### src/rtl/ptw_pkg.sv
package ptw_pkg;
  // Entry layout (fixed 64-bit format)
  localparam int ADDR_W   = 64;
  localparam int PTE_W    = 64;
  localparam int FRAME_W  = 32;
  localparam int FRAME_LO = 32;
  localparam int PB_W     = 5;
  localparam int ZB_W     = 6;
  localparam int LEVELS   = 3;
  localparam int LVL_W    = $clog2(LEVELS);

  localparam int B_VALID = 0;
  localparam int B_FOR   = 1;
  localparam int B_FOW   = 2;
  localparam int B_FOE   = 3;
  localparam int B_GH    = 5;
  localparam int B_KRE   = 8;
  localparam int B_URE   = 9;
  localparam int B_KWE   = 12;
  localparam int B_UWE   = 13;

  typedef enum logic [2:0] {
    FLT_NONE = 3'd0,
    FLT_TNV  = 3'd1,
    FLT_ACV  = 3'd2,
    FLT_FOR  = 3'd3,
    FLT_FOW  = 3'd4,
    FLT_FOE  = 3'd5
  } fault_e;

  // Index bits for level lvl (0 = top level, LEVELS-1 = leaf)
  function automatic logic [ADDR_W-1:0] level_index(input logic [ADDR_W-1:0] va,
                                                    input logic [PB_W-1:0] pb,
                                                    input logic [LVL_W-1:0] lvl);
    logic [6:0] lb;
    logic [6:0] sh;
    lb = {2'b00, pb} - 7'd3;
    sh = {2'b00, pb} + lb * (7'(LEVELS - 1) - 7'(lvl));
    return (va >> sh) & ((64'd1 << lb) - 64'd1);
  endfunction

  function automatic logic [ADDR_W-1:0] entry_addr(input logic [FRAME_W-1:0] frame,
                                                   input logic [PB_W-1:0] pb,
                                                   input logic [ADDR_W-1:0] idx);
    return ({{(ADDR_W-FRAME_W){1'b0}}, frame} << pb) + (idx << 3);
  endfunction

  function automatic logic [ADDR_W-1:0] leaf_paddr(input logic [FRAME_W-1:0] frame,
                                                   input logic [PB_W-1:0] pb,
                                                   input logic [ADDR_W-1:0] va);
    return ({{(ADDR_W-FRAME_W){1'b0}}, frame} << pb) | (va & ((64'd1 << pb) - 64'd1));
  endfunction

  function automatic logic [ZB_W-1:0] eff_shift(input logic [PB_W-1:0] pb,
                                                input logic [1:0] gh);
    return {1'b0, pb} + ({4'b0000, gh} * 6'd3);
  endfunction
endpackage

### src/rtl/ptw_vcheck.sv
module ptw_vcheck #(
  parameter int ADDR_W  = 64,
  parameter int VA_BITS = 43
) (
  input  logic [ADDR_W-1:0] va,
  output logic              va_ok
);
  generate
    if (VA_BITS >= ADDR_W) begin : g_full
      logic unused_va;
      assign unused_va = ^va;
      assign va_ok = 1'b1;
    end else begin : g_sext
      localparam int TOP_W = ADDR_W - VA_BITS + 1;
      logic [TOP_W-1:0] top_bits;
      logic             unused_low;
      assign top_bits   = va[ADDR_W-1:VA_BITS-1];
      assign unused_low = ^va[VA_BITS-2:0];
      assign va_ok      = (&top_bits) | ~(|top_bits);
    end
  endgenerate
endmodule

### src/rtl/ptw_addr.sv
module ptw_addr
  import ptw_pkg::*;
(
  input  logic [ADDR_W-1:0]  va,
  input  logic [PB_W-1:0]    pb,
  input  logic [FRAME_W-1:0] frame,
  input  logic [LVL_W-1:0]   lvl,
  output logic [ADDR_W-1:0]  addr
);
  logic [ADDR_W-1:0] idx;
  assign idx  = level_index(va, pb, lvl);
  assign addr = entry_addr(frame, pb, idx);
endmodule

### src/rtl/ptw_perm.sv
module ptw_perm
  import ptw_pkg::*;
(
  input  logic [PTE_W-1:0] pte,
  input  logic             leaf,
  input  logic [1:0]       access,
  input  logic             user,
  output fault_e           fault
);
  logic is_wr, is_ex, is_rd, rd_ok, wr_ok;
  logic unused_pte;

  assign is_ex = access[1];
  assign is_wr = (access == 2'b01);
  assign is_rd = (access == 2'b00);
  assign rd_ok = user ? pte[B_URE] : pte[B_KRE];
  assign wr_ok = user ? pte[B_UWE] : pte[B_KWE];
  assign unused_pte = ^{pte[PTE_W-1:14], pte[11:10], pte[7:4]};

  always_comb begin
    if (!pte[B_VALID])                    fault = FLT_TNV;
    else if (!leaf)                       fault = pte[B_KRE] ? FLT_NONE : FLT_ACV;
    else if (is_wr ? !wr_ok : !rd_ok)     fault = FLT_ACV;
    else if (is_ex && pte[B_FOE])         fault = FLT_FOE;
    else if (is_wr && pte[B_FOW])         fault = FLT_FOW;
    else if (is_rd && pte[B_FOR])         fault = FLT_FOR;
    else                                  fault = FLT_NONE;
  end
endmodule

### src/rtl/pt_walker3.sv
module pt_walker3
  import ptw_pkg::*;
#(
  parameter int VA_BITS = 43
) (
  input  logic                clk,
  input  logic                rst_n,
  input  logic                req_valid,
  input  logic [ADDR_W-1:0]   req_vaddr,
  input  logic [1:0]          req_access,
  input  logic                req_user,
  input  logic [FRAME_W-1:0]  root_frame,
  input  logic [PB_W-1:0]     page_shift,
  output logic                busy,
  output logic                done,
  output logic [2:0]          res_fault,
  output logic [ADDR_W-1:0]   res_paddr,
  output logic [ZB_W-1:0]     res_shift,
  output logic                mem_req_valid,
  input  logic                mem_req_ready,
  output logic [ADDR_W-1:0]   mem_req_addr,
  input  logic                mem_rsp_valid,
  input  logic [PTE_W-1:0]    mem_rsp_data
);
  typedef enum logic [1:0] {S_IDLE, S_ISSUE, S_WAIT} state_e;

  localparam logic [LVL_W-1:0] LEAF_LVL = LVL_W'(LEVELS - 1);

  state_e             st;
  logic [LVL_W-1:0]   walk_lvl;
  logic [ADDR_W-1:0]  va_q;
  logic [1:0]         acc_q;
  logic               user_q;
  logic [PB_W-1:0]    pb_q;
  logic [FRAME_W-1:0] frame_q;
  logic               done_q;
  fault_e             fault_q;
  logic [ADDR_W-1:0]  paddr_q;
  logic [ZB_W-1:0]    shift_q;

  // Named events for the checker
  logic   accept, va_ok, mem_fire, rsp_fire, at_leaf;
  fault_e chk_fault;

  assign accept   = req_valid && (st == S_IDLE);
  assign mem_fire = mem_req_valid && mem_req_ready;
  assign rsp_fire = (st == S_WAIT) && mem_rsp_valid;
  assign at_leaf  = (walk_lvl == LEAF_LVL);

  ptw_vcheck #(.ADDR_W(ADDR_W), .VA_BITS(VA_BITS)) u_vchk (
    .va(req_vaddr), .va_ok(va_ok)
  );

  ptw_addr u_addr (
    .va(va_q), .pb(pb_q), .frame(frame_q), .lvl(walk_lvl), .addr(mem_req_addr)
  );

  ptw_perm u_perm (
    .pte(mem_rsp_data), .leaf(at_leaf), .access(acc_q), .user(user_q), .fault(chk_fault)
  );

  always_ff @(posedge clk) begin
    if (!rst_n) begin
      st       <= S_IDLE;
      walk_lvl <= '0;
      va_q     <= '0;
      acc_q    <= '0;
      user_q   <= 1'b0;
      pb_q     <= '0;
      frame_q  <= '0;
      done_q   <= 1'b0;
      fault_q  <= FLT_NONE;
      paddr_q  <= '0;
      shift_q  <= '0;
    end else begin
      done_q <= 1'b0;
      unique case (st)
        S_IDLE: begin
          if (accept) begin
            va_q     <= req_vaddr;
            acc_q    <= req_access;
            user_q   <= req_user;
            pb_q     <= page_shift;
            frame_q  <= root_frame;
            walk_lvl <= '0;
            if (!va_ok) begin
              done_q  <= 1'b1;
              fault_q <= FLT_ACV;
              paddr_q <= '0;
              shift_q <= '0;
            end else begin
              st <= S_ISSUE;
            end
          end
        end
        S_ISSUE: begin
          if (mem_req_ready) st <= S_WAIT;
        end
        S_WAIT: begin
          if (rsp_fire) begin
            if (chk_fault != FLT_NONE) begin
              st      <= S_IDLE;
              done_q  <= 1'b1;
              fault_q <= chk_fault;
              paddr_q <= '0;
              shift_q <= '0;
            end else if (at_leaf) begin
              st      <= S_IDLE;
              done_q  <= 1'b1;
              fault_q <= FLT_NONE;
              paddr_q <= leaf_paddr(mem_rsp_data[FRAME_LO +: FRAME_W], pb_q, va_q);
              shift_q <= eff_shift(pb_q, mem_rsp_data[B_GH +: 2]);
            end else begin
              frame_q  <= mem_rsp_data[FRAME_LO +: FRAME_W];
              walk_lvl <= walk_lvl + 1'b1;
              st       <= S_ISSUE;
            end
          end
        end
        default: st <= S_IDLE;
      endcase
    end
  end

  assign busy          = (st != S_IDLE);
  assign done          = done_q;
  assign res_fault     = fault_q;
  assign res_paddr     = paddr_q;
  assign res_shift     = shift_q;
  assign mem_req_valid = (st == S_ISSUE);
endmodule

### config.mk
export PLATFORM = sky130hd
export DESIGN_NAME = pt_walker3
export DESIGN_NICKNAME = d
export VERILOG_FILES = /design/src/rtl/ptw_pkg.sv /design/src/rtl/ptw_vcheck.sv /design/src/rtl/ptw_addr.sv /design/src/rtl/ptw_perm.sv /design/src/rtl/pt_walker3.sv
export SDC_FILE = /design/constraint.sdc
export NUM_CORES = 1
export LEC_CHECK = 0
export ABC_AREA = 1
export BUFFER_PORTS_ARGS = -buffer_cell sky130_fd_sc_hd__clkbuf_2
export CORE_MARGIN = 2
export CORE_UTILIZATION = 27
export CTS_CLUSTER_SIZE = 30
export DETAILED_ROUTE_END_ITERATION = 10
export GPL_TIMING_DRIVEN = 0
export PLACE_DENSITY = 0.44
export SLEW_MARGIN = 0
export SYNTH_ARGS = -nofsm -noshare
export SYNTH_HDL_FRONTEND = slang
export SYNTH_SLANG_ARGS = --single-unit
### constraint.sdc
create_clock -name clk -period 16 [get_ports clk]
set_clock_uncertainty 0.05 [all_clocks]
set_input_delay 1.6 -clock clk [delete_from_list [all_inputs] [get_ports clk]]
set_output_delay 1.6 -clock clk [all_outputs]
set_load 0.01 [all_outputs]
==> flow_summary.toml <==
[outcome]
status = "complete, no violations"

[synth]
synth-edff-count = 0
synth_top_area_share_pct = 24.3
ys.flop_type = "dfxtp_1"
yosysSeqAreaShare_pct = 15.2
syn_area_um2 = 23900
syn_avg_cell_area_um2 = 5.31
synth_top_family_by_area = "simple AND/OR/NAND/NOR gates"
ys_seq_elements = 182
synth_fa_ha_area_share_pct = 5.85
yosys.area_share.simple_pct = 47.6
ys_warn_count = 0
synth_mux_area_share_pct = 0.795
yosysMostFrequentCell = "nand2_1"
synth.distinct_cells = 51
synth_compound_area_share_pct = 18.0
synth_cells = 4505
netlist_top_cells_area = "nand2_1 24%, dfxtp_1 15%, nand3_1 11%"
async_flop_share_pct = 0
yosysTopAreaCell = "nand2_1"
syn_nets = 4782
synth_xor_area_share_pct = 2.16
synth_common_cells = "1551 x nand2_1, 516 x nand3_1, 472 x o21ai_0"

[clock_network]
cts_tree = "yes"
cts_resized = 0
postCtsSetupRepairBufs = 0
cts_max_path_buffers = 2
cts_inserted_buffers = 17
clk_pin_slew_ns = 0.08
cts.sinks = 182
ctsHoldBuffers = 0
cts_max_level = 4
insertion_delay_ns = 0.48
clockRootBuffer = "clkbuf_16"

[sta]
tightest_slew_ns = 1.13
setup_viol = 0
period_needed_ns = 12.08
slew_violations = 0
slew_headroom_pct = 24.4
fin_tns_setup_ns = 0
hold_violations = 0
max_freq_mhz = 82.8
fin_crit_sh_pct = 75.5
rsz0062_at_grt = "no"

[critical_path]
r2r_start = "pb_q[1]$_SDFFE_PN0P_"
cp-start-kind = "register"
critPathKind = "reg -> out"
crit_slowest_cell = "clkbuf_1"
r2r_end = "res_paddr[31]$_SDFFE_PN0P_"
crit_path_max_incr_delay_ns = 0.71
end_kind = "primary output"
cp_common_cell = "nand2_1"
rrSetupSlack_ns = 11.64
required_ns = 14.35
crit_arrival_ns = 10.43
reg2reg_depth = 15
worstSetupStartpoint = "pb_q[2]$_SDFFE_PN0P_"
cp_max_fo = 10

[floorplanning]
num_io_pins = 313
core.rowCount = 109
die_x_um = 302
initial_core_util_pct = 27.2
die_y_um = 302
coreArea_um2 = 88100
die_area_um2 = 91000

[detailed_routing]
vias = 32130
drc_errors = 0
routed_wirelength_mm = 142
vias_per_cell = 5.36
drt-pass1-iter-count = 7
postRouteAntennaNets = 0
wire_per_inst_um = 23.8
drt_iter0_drc = 4051

[flow_run]
maxCapViolations = 0

[global_routing]
grt_overflow = 0
grt_pass1_wl_mm = 204
antenna_found_initial = 2
grt_pass1_vias = 29900
track_usage_pct = 30.4
grt_start_max_net_pins = 19

[cells_and_area]
insertedDiodeCount = 0
fillers = 10588
area_delta_synth_final_pct = 14.8
final_nets = 5090
drive_gt1_share_pct = 9.99

[worst_hold_path]
whs_endpoint = "res_paddr[0]$_SDFFE_PN0P_"
holdPathStages = 2
hold_start = "res_paddr[0]$_SDFFE_PN0P_"
hp-class = "reg -> reg"

[placed_design]
place.port_buffers = 289
gp_congestion = 1.04
hpwlAfterDp_mm = 122
-- layer usage --
| metal | routed length [um] | GRT usage, % | vias to the layer above | part of all wire, % |
|---|---|---|---|---|
| li1 | - | - | 15308 | - |
| met4 | 4070 | 7.78 | 0 | 2.9 |
| met3 | 10500 | 2.74 | 213 | 7.4 |
| met1 | 63400 | 42.5 | 15075 | 45 |
| met2 | 64500 | 50.0 | 1534 | 45 |
| met5 | 0 | 0 | - | 0 |
-- worst max path at each step --
stage / end / cells after the start
2_1_floorplan: mem_req_addr[33] / 36
3_3_place_gp: mem_req_addr[49] / 38
3_5_place_dp: mem_req_addr[49] / 38
4_1_cts: mem_req_addr[49] / 38
5_1_grt: mem_req_addr[49] / 38
6_report: mem_req_addr[49] / 38
-- registers in the layout, summed over array words and instances (netlist names) --
| register | flops |
|---|---|
| res_fault | 3 |
| user_q | 1 |
| walk_lvl | 2 |
| st | 2 |
| pb_q | 5 |
| done | 1 |
| acc_q | 2 |
| res_shift | 6 |
| va_q | 64 |
| frame_q | 32 |
| res_paddr | 64 |
-- logic make-up after synthesis --
| logic type | after synthesis |
|---|---|
| adder cells (fa/ha/maj) | 104 |
| buffers and inverters | 618 |
| AO/OA/AOI/OAI | 811 |
| XOR/XNOR | 59 |
| other | 1 |
| multiplexers | 19 |
| flip-flops | 182 |
| AND/OR/NAND/NOR | 2711 |
-- final cells by class --
cell class / count / area [um2] / share of cell area, %
well taps: 1165 / 1460 / 5.31
plain buffers: 236 / 1030 / 3.74
clock buffers: 18 / 439 / 1.60
clock inverters: 14 / 189 / 0.688
multi-input cells: 3705 / 17800 / 64.9
inverters: 382 / 1430 / 5.22
repair buffers: 289 / 1450 / 5.27
flip-flops and latches: 182 / 3640 / 13.3
-- critical path, delay by kind of cell (launching register included) --
family                     cells  cell delay, ns
xor gates and xnor gates       1            0.70
and+or+nand+nor               12            1.69
buffers and inverters         13            3.15
DFF                            1            0.38
AOI/OAI and AO/OA              4            1.29
adders and majority gates      8            2.72
-- through the flow --
step                instance area [um2]  hold WS (ns)  cells  util, %  setup slack [ns]
global placement                  26800         0.405   5959     30.4              4.51
global route                      27500         0.439   5991     31.2              3.29
CTS                               27500         0.420   5991     31.2              3.96
floorplan                         23900         0.395   4505        -              7.47
detailed placement                26800         0.408   5959     30.4              4.51
finish                            27500         0.419   5991     31.2              3.92
-- layout by cell type, fill, tap and decap left out, drive strengths merged, types with 16 or more instances in the layout --
cell type / n
nand2: 1570
a21oi: 235
xnor2: 16
nor2: 490
nand3: 524
ha: 91
o21bai: 17
xor2: 43
dfxtp: 182
clkbuf: 428
buf: 115
nand4: 38
mux2i: 19
nor3: 50
o21ai: 475
inv: 384
o211ai: 40
or2: 17
Power is not shown: default switching activity piles up to over one toggle a cycle in this logic, so the estimate is an artifact.
